--- src/rtl/clk_prescale_pkg.sv ---
// Shared definitions for the prescaler mode controller.
// Assumes: nothing beyond IEEE 1800-2017.
package clk_prescale_pkg;

    // Registered configuration word written through cfg_wr.
    typedef struct packed {
        logic mode_req;
        logic src_int;
        logic disc_en;
    } pscl_cfg_t;

    localparam pscl_cfg_t PSCL_CFG_RST = '{mode_req: 1'b0, src_int: 1'b0, disc_en: 1'b0};

endpackage

--- src/rtl/pscl_ref_select.sv ---
// Reference selection and loop-input gating.
// Picks the external or internal tick as the divider reference and forwards
// it to the oscillator-loop input unless the loss-of-lock disconnect holds.
// Assumes: ticks are single-cycle pulses synchronous to clk.
module pscl_ref_select (
    input  logic clk,
    input  logic rst_n,
    input  logic src_int,
    input  logic disc_en,
    input  logic lock_lost,
    input  logic ext_tick,
    input  logic int_tick,
    output logic ref_tick,
    output logic loop_tick
);

    logic disc_q;

    // Purpose: choose the reference tick from the configured source.
    always_comb begin
        ref_tick = src_int ? int_tick : ext_tick;
    end

    // Purpose: register the disconnect condition for one cycle.
    always_ff @(posedge clk) begin
        if (!rst_n) begin
            disc_q <= 1'b0;
        end else begin
            disc_q <= disc_en & lock_lost;
        end
    end

    // Purpose: block the forwarded reference while disconnected.
    always_comb begin
        loop_tick = ref_tick & ~disc_q;
    end

endmodule

--- src/rtl/pscl_mode_ctrl.sv ---
// Prescaler mode entry and exit control.
// Enters the mode when the request is set, the mode is not yet active and the
// oscillator is valid; leaves it once the request is cleared.
// Assumes: mode_req comes from a register in the same clock domain.
module pscl_mode_ctrl (
    input  logic clk,
    input  logic rst_n,
    input  logic mode_req,
    input  logic osc_valid,
    output logic mode_act
);

    logic enter_ok;

    // Purpose: evaluate the entry condition from the current status.
    always_comb begin
        enter_ok = mode_req & ~mode_act & osc_valid;
    end

    // Purpose: hold the mode status that is actually in effect.
    always_ff @(posedge clk) begin
        if (!rst_n) begin
            mode_act <= 1'b0;
        end else if (!mode_req) begin
            mode_act <= 1'b0;
        end else if (enter_ok) begin
            mode_act <= 1'b1;
        end
    end

endmodule

--- src/rtl/pscl_k1_divider.sv ---
// Programmable integer divider with glitch-free ratio update.
// Counts reference ticks and emits a one-cycle pulse every (ratio+1) ticks.
// A written ratio is held pending and adopted at the next period boundary.
// Assumes: a write and a boundary in the same cycle are legal but rare.
module pscl_k1_divider #(
    parameter int DIV_W = 8
) (
    input  logic             clk,
    input  logic             rst_n,
    input  logic             ref_tick,
    input  logic             wr_req,
    input  logic [DIV_W-1:0] wr_val,
    output logic             div_tick,
    output logic             ready,
    output logic             wr_err
);

    logic [DIV_W-1:0] cnt_q;
    logic [DIV_W-1:0] cur_q;
    logic [DIV_W-1:0] pend_val_q;
    logic             pend_q;
    logic             at_end;

    // Purpose: detect the last reference tick of the current period.
    always_comb begin
        at_end = ref_tick && (cnt_q == cur_q);
    end

    // Purpose: advance the period counter on each reference tick.
    always_ff @(posedge clk) begin
        if (!rst_n) begin
            cnt_q <= '0;
        end else if (at_end) begin
            cnt_q <= '0;
        end else if (ref_tick) begin
            cnt_q <= cnt_q + 1'b1;
        end
    end

    // Purpose: produce the registered output pulse at each boundary.
    always_ff @(posedge clk) begin
        if (!rst_n) begin
            div_tick <= 1'b0;
        end else begin
            div_tick <= at_end;
        end
    end

    // Purpose: capture an accepted write into the pending slot.
    always_ff @(posedge clk) begin
        if (!rst_n) begin
            pend_val_q <= '0;
        end else if (wr_req && !pend_q) begin
            pend_val_q <= wr_val;
        end
    end

    // Purpose: track whether a written ratio awaits its boundary.
    always_ff @(posedge clk) begin
        if (!rst_n) begin
            pend_q <= 1'b0;
        end else if (wr_req && !pend_q) begin
            pend_q <= 1'b1;
        end else if (at_end) begin
            pend_q <= 1'b0;
        end
    end

    // Purpose: adopt the pending ratio at a period boundary.
    always_ff @(posedge clk) begin
        if (!rst_n) begin
            cur_q <= '0;
        end else if (at_end && pend_q) begin
            cur_q <= pend_val_q;
        end
    end

    // Purpose: latch a rejected write until reset.
    always_ff @(posedge clk) begin
        if (!rst_n) begin
            wr_err <= 1'b0;
        end else if (wr_req && pend_q) begin
            wr_err <= 1'b1;
        end
    end

    // Purpose: report that a new ratio may be written.
    always_comb begin
        ready = ~pend_q;
    end

endmodule

--- src/rtl/clk_prescale_ctrl.sv ---
// Top of the prescaler mode controller.
// Holds the configuration register and ties together source selection,
// mode control and the divider; the divided clock leaves as an enable.
// Assumes: single clock domain, synchronous active-low reset.
module clk_prescale_ctrl
    import clk_prescale_pkg::*;
#(
    parameter int DIV_W = 8
) (
    input  logic             clk,
    input  logic             rst_n,
    input  logic             cfg_wr,
    input  logic             cfg_mode_req,
    input  logic             cfg_src_int,
    input  logic             cfg_disc_en,
    input  logic             div_wr,
    input  logic [DIV_W-1:0] div_val,
    input  logic             osc_ext_tick,
    input  logic             int_src_tick,
    input  logic             osc_valid,
    input  logic             lock_lost,
    output logic             sys_clk_en,
    output logic             vco_ref_tick,
    output logic             byp_active,
    output logic             div_ready,
    output logic             div_wr_err
);

    pscl_cfg_t cfg_q;
    logic      ref_tick;
    logic      div_tick;
    logic      cfg_disc_q;
    logic      mode_req_q;

    // Purpose: hold the configuration bits written by software.
    always_ff @(posedge clk) begin
        if (!rst_n) begin
            cfg_q <= PSCL_CFG_RST;
        end else if (cfg_wr) begin
            cfg_q <= '{mode_req: cfg_mode_req, src_int: cfg_src_int, disc_en: cfg_disc_en};
        end
    end

    // Purpose: expose individual configuration bits for the checker.
    always_comb begin
        cfg_disc_q = cfg_q.disc_en;
        mode_req_q = cfg_q.mode_req;
    end

    pscl_ref_select u_sel (
        .clk       (clk),
        .rst_n     (rst_n),
        .src_int   (cfg_q.src_int),
        .disc_en   (cfg_q.disc_en),
        .lock_lost (lock_lost),
        .ext_tick  (osc_ext_tick),
        .int_tick  (int_src_tick),
        .ref_tick  (ref_tick),
        .loop_tick (vco_ref_tick)
    );

    pscl_mode_ctrl u_mode (
        .clk       (clk),
        .rst_n     (rst_n),
        .mode_req  (cfg_q.mode_req),
        .osc_valid (osc_valid),
        .mode_act  (byp_active)
    );

    pscl_k1_divider #(.DIV_W(DIV_W)) u_div (
        .clk      (clk),
        .rst_n    (rst_n),
        .ref_tick (ref_tick),
        .wr_req   (div_wr),
        .wr_val   (div_val),
        .div_tick (div_tick),
        .ready    (div_ready),
        .wr_err   (div_wr_err)
    );

    // Purpose: pass the divided pulse only while the mode is in effect.
    always_comb begin
        sys_clk_en = div_tick & byp_active;
    end

endmodule

--- config.mk ---
export PLATFORM = sky130hd
export DESIGN_NAME = clk_prescale_ctrl
export DESIGN_NICKNAME = d
export VERILOG_FILES = /design/src/rtl/clk_prescale_pkg.sv /design/src/rtl/pscl_ref_select.sv /design/src/rtl/pscl_mode_ctrl.sv /design/src/rtl/pscl_k1_divider.sv /design/src/rtl/clk_prescale_ctrl.sv
export SDC_FILE = /design/constraint.sdc
export NUM_CORES = 1
export LEC_CHECK = 0
export ABC_CLOCK_PERIOD_IN_PS = 2200
export BUFFER_PORTS_ARGS = -buffer_cell sky130_fd_sc_hd__buf_2
export CORE_MARGIN = 2
export CORE_UTILIZATION = 60
export CTS_BUF_LIST = sky130_fd_sc_hd__clkbuf_4
export DETAILED_ROUTE_END_ITERATION = 16
export GPL_ROUTABILITY_DRIVEN = 0
export PLACE_DENSITY = 0.84
export SYNTH_ARGS = -nofsm -noshare
export SYNTH_HDL_FRONTEND = slang
export SYNTH_SLANG_ARGS = --single-unit
--- constraint.sdc ---
create_clock -name clk -period 2.2 [get_ports clk]
set_clock_uncertainty 0.05 [all_clocks]
set_input_delay 0.33 -clock clk [delete_from_list [all_inputs] [get_ports clk]]
set_output_delay 0.33 -clock clk [all_outputs]
set_load 0.01 [all_outputs]
Word level (Yosys, flattened, before mapping)
Cells that the tools add are included.
- multipliers: 0
- shift-type cells: 0
- add/sub/neg operators: 1
- bitwise operators: 9
- equal/unequal tests: 1
- magnitude comparators: 0
- div/mod/pow operators: 0
- muxes and demuxes: 3
- reduce and logical (&&, ||, !) cells: 8
- operators with widths (cell ; number):
    $add 8x1->8 const B ; 1
    $eq 8x8->1 ; 1
    $and 1x1->1 ; 5
    $logic_and 1x1->1 ; 4
    $not 1->1 ; 4
    $mux 1 ; 3
    $reduce_and 2->1 ; 1
    $reduce_bool 2->1 ; 1
    $reduce_or 2->1 ; 1
    $logic_not 1->1 ; 1
- word-level logic and storage cells: 33
- bits in writable memories: 0
- bits in registers: 32
- memories kept: 0
- bits in latches: 0
- bits of input ports: 19
- bits in read-only memories: 0

Longest topological paths before layout
Gate-level depths: netlist of the first run.
- depth in word-level cells: 4
- gate-level depth with buffers: 5
- depth with buffers taken out: 4

Modules after synthesis
From an unflattened synthesis of the first run, not the netlist that was laid out.
- cells, all modules: 137
- area, all modules: 1303.8 µm²
- modules (own cells, without submodules) (module ; cells each ; area each (µm²) ; times used ; seq. area each (µm²)):
    pscl_k1_divider ; 121 ; 1103.6 ; 1 ; 540.5
    clk_prescale_ctrl ; 10 ; 115.1 ; 1 ; 60.1
    pscl_ref_select ; 4 ; 55.1 ; 1 ; 20.0
    pscl_mode_ctrl ; 2 ; 30.0 ; 1 ; 20.0

Worst setup path after synthesis of the first run
Ideal clock, no wire load.
- path kind: register -> register
- from: register u_div.cnt_q[5]
- to: register u_div.cur_q[0]
- clock period less this slack: 1.378 ns
- buffers on the path: 1
- path slack: 0.822 ns
- stages on the path, launching flop included: 6
- data arrival time: 1.257 ns
- cells stage by stage: dfxtp_1 > xnor2_2 > nand4_4 > nor4_4 > buf_6 > mux2i_1
- longest elaborated chain between the ends: 3
- RTL lines (element ; line ; text):
    from (decl) ; pscl_k1_divider.sv:18 ; logic [DIV_W-1:0] cnt_q;
    from (signal assigned) ; pscl_k1_divider.sv:36 ; cnt_q <= cnt_q + 1'b1;
    $eq 8x8->1 ; pscl_k1_divider.sv:26 ; at_end = ref_tick && (cnt_q == cur_q);
    $logic_and 1x1->1 ; pscl_k1_divider.sv:26 ;
    $logic_and 1x1->1 ; pscl_k1_divider.sv:73 ; end else if (at_end && pend_q) begin
    to (signal assigned) ; pscl_k1_divider.sv:74 ; cur_q <= pend_val_q;
    to (decl) ; pscl_k1_divider.sv:19 ; logic [DIV_W-1:0] cur_q;
No other way between the ends.
A chain may end at the register's enable or synchronous reset.

Worst setup path after layout of the first run
- from: register cfg_q[1] (netlist bit)
- to: output port vco_ref_tick
- longest elaborated chain between the ends: 2
- RTL lines (element ; line ; text):
    from (decl) ; clk_prescale_ctrl.sv:29 ; pscl_cfg_t cfg_q;
    from (signal assigned) ; clk_prescale_ctrl.sv:40 ; cfg_q <= '{mode_req: cfg_mode_req, src_int: cfg_src_int, disc_en: cfg_disc_en};
    $mux 1 ; pscl_ref_select.sv:21 ; ref_tick = src_int ? int_tick : ext_tick;
    $and 1x1->1 ; pscl_ref_select.sv:35 ; loop_tick = ref_tick & ~disc_q;
    to (decl) ; clk_prescale_ctrl.sv:23 ; output logic vco_ref_tick,
No other way between the ends.

==> out/metrics.cfg, run 1 <==
[outcome]
outcome=finished clean

[sta]
tightestPinTransition_ns=0.697
slew_viol_final=0
slew_headroom_pct=53.2
rsz0062_at_grt=false
tns_ns=0
setup_viol=0
hold_viol=0
holdWs_ns=0.181
timing.final.crit_share_pct=85.8
period_minus_slack_ns=1.89
fin_ws_ns=0.312
fmax_mhz=530

[setup_path]
r2r_slack_ns=0.42
worstReg2RegEnd=u_div.cur_q[4]
startpoint=cfg_q[1]
slowest_stage=mux2i_2
cp-end-kind=output port
crit_end=vco_ref_tick
ff2ff_path_depth=4
cp_slowest_stage_delay_ns=0.54
r2r_start=u_div.cnt_q[3]
path_cells=mux2i_2, nor2_1, buf_2
critPathKind=reg2out
critPathMaxFanout=6
crit_arrival_ns=1.51
worstSetupStartpointType=register
cp.required_ns=1.82

[yosys]
synth-edff-count=0
synth-adder-area-share_pct=0.868
ys_seq_area_share_pct=44.4
synth-async-reset-ratio_pct=0
synth.cells.most_frequent=dfxtp_1 (32), nand2_1 (23), nor2_1 (20)
synth_most_common_cell=dfxtp_1
synth-main-ff-cell=dfxtp_1
synth-simple-area-share_pct=22.7
synth-xor-area-share_pct=11.2
synth_compound_area_share_pct=3.21
synth_top_family_by_area=simple AND/OR/NAND/NOR gates
yosysTopAreaCell=dfxtp_1
synth_cells=139
synth_cell_types=31
yosys_warnings=0
synth.area.top_cells=dfxtp_1 (44%), mux2i_1 (13%), nand2_1 (6.0%)
synth_mux_area_share_pct=15.2
synth_top_area_share_pct=44.4
syn_avg_cell_area_um2=10.4
syn-num-nets=159
synth_area_um2=1440
ys_ff_latch=32

[floorplan]
die_area_um2=2810
die_h_um=53.0
initial_core_util_pct=64.5
core_um2=2230
rows=17
die_width_um=53.0
ioPinCount=24

[clock_tree]
cts_root_buf=clkbuf_4
cts_tree=built
cts_resized=0
clkSinkCount=32
ctsHtreeMaxLevel=2
hold_buffers=0
clk_pin_slew_ns=0.10
postCtsSetupBuffers=0
cts_buffer_depth=2
clk_latency_ns=0.33
cts_buffers=5

[route]
vias=995
drc=0
route.antenna.remaining_nets=0
routedWlPerCell_um=12.8
finalWirelength_mm=2.48
firstDrtPassIters=4
viasPerCell=5.13
drt_iter0_drc=8

[power_and_ir_drop]
peakVddDrop_v=0.000603
p_per_area_nw_per_um2=670
leakage_nw=0.650
finalPower_mw=1.09

[placement]
dp_slack_ns=0.426
dpl_cell_area_um2=1570
place_inst=186
io_buffer_count=23
dp_hpwl_mm=1.93

[flow_run]
maxCapViolations=0

[global_routing]
antenna_found_initial=0
grtUsageMet3_pct=7.91
grt_use_met2_pct=39.4
grt_max_degree=22
grt_usage_pct=23.0
grt_first_pass_wirelength_mm=4.51
use_met1_pct=24.5
grt_pass1_vias=1064
grt.busiest_layer=met2
grt-ovfl-total=0

[cells_and_area]
num_antenna_cells=0
fin_cells=194
utilization_pct=72.7
layout-drive-gt1-share_pct=27.7
final-seq-area_um2=641
multi_input_area_um2=766
nets=185
fillCellCount=173
area_delta_synth_final_pct=12.6
fin_area_um2=1620

[hold_path]
worstHoldPathType=in2reg

==> where the power goes <==
part	switching (mW)	internal, mW
Sequential	0.0194	0.605
Clock	0.196	0.117
Combinational	0.0800	0.0692
Total	0.295	0.791
==> layout by cell type (no fill, tap or decap), types with 2 or more instances in the layout <==
cell type,instances
nor2_1,20
dfxtp_1,32
clkinv_2,2
inv_1,2
a21oi_1,2
xnor2_2,4
xor2_1,2
buf_2,23
nor4_4,2
clkbuf_4,5
mux2i_1,19
nand2_1,23
nor2_2,2
xnor2_1,9
==> per-layer routing <==
layer	vias to the layer above	part of all wire [%]
li1	511	-
met1	456	42
met2	21	51
met3	7	4.4
met4	0	2.6
met5	-	0
==> sequential cells by signal (all words and copies together), names as in the netlist <==
name / count
cfg_disc_q: 1
cfg_q: 1
mode_req_q: 1
u_div.cnt_q: 8
u_div.cur_q: 8
u_div.div_tick: 1
u_div.pend_q: 1
u_div.pend_val_q: 8
u_div.wr_err: 1
u_mode.mode_act: 1
u_sel.disc_q: 1
==> area by class of cell <==
| cell class | count | share of cell area (%) |
|---|---|---|
| Timing Repair Buffer | 24 | 7.56 |
| Clock buffer | 5 | 2.31 |
| Sequential cell | 32 | 39.5 |
| Tap cell | 28 | 2.16 |
| Multi-Input combinational cell | 100 | 47.2 |
| Inverter | 2 | 0.463 |
| Clock inverter | 3 | 0.848 |
==> critical path: cells and delay by family, from the launching register on <==
| family | cells | cell delay (ns) |
|---|---|---|
| flops | 1 | 0.41 |
| buf+inv | 1 | 0.15 |
| simple gates | 1 | 0.07 |
| mux | 1 | 0.54 |
==> how the worst min path moves through the flow <==
stage	start	to	slack (ns)	cells past startpoint
after floorplan	mode_req_q	u_mode.mode_act	0.38	1
after global placement	mode_req_q	u_mode.mode_act	0.39	1
after detailed placement	u_div.pend_val_q[7]	u_div.cur_q[7]	0.41	2
after CTS	cfg_mode_req	mode_req_q	0.18	3
after global routing	cfg_disc_en	cfg_disc_q	0.18	3
final	div_val[7]	u_div.pend_val_q[7]	0.18	3
==> kinds of logic after synthesis <==
group | count (synthesis)
adder cells (fa/ha/maj) | 1
buffers and inverters | 7
flip-flops | 32
multiplexers | 21
XOR/XNOR | 15
AND/OR/NAND/NOR | 58
AO/OA/AOI/OAI | 5
No activity file was read; power rests on OpenSTA's default activity.
==> run 2, diff against run 1 <==
- BUFFER_PORTS_ARGS: -buffer_cell sky130_fd_sc_hd__buf_2 -> default
- DONT_BUFFER_PORTS: default -> 1
- PLACE_DENSITY: 0.84 -> default
- PLACE_DENSITY_LB_ADDON: default -> 0.3
==> run 2 against run 1 <==
Critical endpoint unchanged. Power decreased by 0.64%. Sequential cell count unchanged. First-iteration DRC count rose by 13%. Register-to-register slack improved by 0.03 ns. Via count is 7.8% lower. Wire length fell by 5.5%.
==> out/metrics.cfg, run 2 (synthesized netlist as in run 1, its figures left out) <==
[outcome]
outcome=finished clean  ; unchanged

[clock_tree]
ctsHtreeMaxLevel=2  ; unchanged
hold_buffers=0  ; unchanged
cts_buffer_depth=2  ; unchanged
postCtsSetupBuffers=0  ; unchanged
cts_resized=0  ; unchanged
cts_tree=built  ; unchanged
cts_buffers=5  ; unchanged
clkSinkCount=32  ; unchanged
clk_latency_ns=0.34  ; was 0.33 ns
cts_root_buf=clkbuf_4  ; unchanged
clk_pin_slew_ns=0.10  ; about the same

[cells_and_area]
num_antenna_cells=0  ; unchanged
nets=163  ; was 185
fin_cells=172  ; was 194
area_delta_synth_final_pct=5.47  ; was 12.6%
fin_area_um2=1520  ; was 1620 um^2
utilization_pct=68.1  ; was 72.7%
final-seq-area_um2=641  ; unchanged
fillCellCount=186  ; was 173
final_cell_mix=dfxtp_1 (32), nand2_1 (23), nor2_1 (20)  ; was dfxtp_1 (32), nand2_1 (23), buf_2 (23)
multi_input_area_um2=766  ; unchanged
final_common_cell=dfxtp_1  ; unchanged
layout-drive-gt1-share_pct=16.7  ; was 27.7%
top_regs=u_div.cnt_q: 8 flops, u_div.cur_q: 8 flops, u_div.pend_val_q: 8 flops  ; unchanged

[sta]
holdWs_ns=0.0705  ; was 0.181 ns
timing.final.crit_share_pct=83.1  ; was 85.8%
tightestPinTransition_ns=0.543  ; was 0.697 ns
slew_viol_final=0  ; unchanged
slew_headroom_pct=63.1  ; was 53.2%
setup_viol=0  ; unchanged
rsz0062_at_grt=false  ; unchanged
tns_ns=0  ; unchanged
fmax_mhz=547  ; was 530 MHz
period_minus_slack_ns=1.83  ; was 1.89 ns
fin_ws_ns=0.372  ; was 0.312 ns
hold_viol=0  ; unchanged

[placement]
io_buffer_count=0  ; was 23
place_inst=164  ; was 186
dp_hpwl_mm=1.80  ; was 1.93 mm
dp_slack_ns=0.439  ; was 0.426 ns
dpl_cell_area_um2=1460  ; was 1570 um^2

[power_and_ir_drop]
p_clk_share_pct=30.8  ; was 28.8%
p_per_area_nw_per_um2=710  ; was 670 nW/um^2
intPower_mw=0.795  ; was 0.791 mW
leakage_nw=0.558  ; was 0.650 nW
seqPwrFrac_pct=57.9  ; was 57.5%
finalPower_mw=1.08  ; was 1.09 mW
p_switching_mw=0.284  ; was 0.295 mW
peakVddDrop_v=0.000668  ; was 0.000603 V
p_sw_share_pct=26.3  ; was 27.2%
pwr-share-comb_pct=11.3  ; was 13.7%

[floorplan]
initial_core_util_pct=64.5  ; unchanged
die_h_um=53.0  ; unchanged
ioPinCount=24  ; unchanged
rows=17  ; unchanged
die_area_um2=2810  ; unchanged
die_width_um=53.0  ; unchanged
core_um2=2230  ; unchanged

[setup_path]
worstSetupStartpointType=register  ; unchanged
cp_slowest_stage_delay_ns=0.53  ; was 0.54 ns
path_buf_inv=0  ; was 1
slowest_stage=mux2i_2  ; unchanged
critPathTopFamily=multiplexers  ; unchanged
crit_arrival_ns=1.45  ; was 1.51 ns
critPathMaxFanout=6  ; unchanged
critPathKind=reg2out  ; unchanged
cp-end-kind=output port  ; unchanged
cp.required_ns=1.82  ; about the same
path_cells=mux2i_2, nor2_1  ; was mux2i_2, nor2_1, buf_2

[route]
top_layer=met4  ; unchanged
routedWlPerCell_um=13.6  ; was 12.8 um
drt_iter0_drc=9  ; was 8
drc=0  ; unchanged
route.antenna.remaining_nets=0  ; unchanged
met3WireLength_um=115  ; was 110 um
firstDrtPassIters=4  ; unchanged
viasPerCell=5.33  ; was 5.13
wl_met2_mm=1.15  ; was 1.26 mm
met1_length_mm=1.03  ; was 1.04 mm
vias=917  ; was 995
finalWirelength_mm=2.34  ; was 2.48 mm

[global_routing]
grt-ovfl-total=0  ; unchanged
grt_pass1_vias=961  ; was 1064
antenna_found_initial=0  ; unchanged
grt_usage_pct=20.8  ; was 23.0%
grt_first_pass_wirelength_mm=4.10  ; was 4.51 mm
grt_max_degree=22  ; unchanged

[flow_run]
maxCapViolations=0  ; unchanged

[hold_path]
worstHoldPathType=in2reg  ; unchanged

==> run 2: cell count changes in the layout (fill, tap and decap cells not counted), sizes merged <==
cell,change
clkinvlp,+1
clkbuf,+1
clkinv,-2
buf,-22
==> run 2: power groups by stage <==
stage	sequential, mW	combinational, mW	clock [mW]
floorplan	0.634	0.114	0
global placement	0.638	0.119	0
detailed placement	0.639	0.124	0
CTS	0.625	0.124	0.338
global route	0.629	0.136	0.356
finish	0.625	0.122	0.333
==> run 2: cell type report <==
type	instances	area share [%]
Inverter	2	0.494
Multi-Input combinational cell	100	50.4
Timing Repair Buffer	2	0.988
Tap cell	28	2.30
Clock buffer	6	2.96
Sequential cell	32	42.1
Clock inverter	2	0.741
==> run 2: path summary, 6_finish.rpt <==
kind,startpoint,endpoint,slack [ns],cells past startpoint
min,osc_valid,u_mode.mode_act,0.07,1
min reg2reg,mode_req_q,u_mode.mode_act,0.41,1
max reg2reg,u_div.cnt_q[3],u_div.cur_q[3],0.45,5
max,cfg_q[1],vco_ref_tick,0.37,2
==> run 2: routing by layer <==
metal | GRT usage, % | up-vias
li1 | - | 470
met4 | 11.5 | 0
met1 | 22.5 | 419
met5 | 0 | -
met2 | 35.8 | 21
met3 | 6.21 | 7
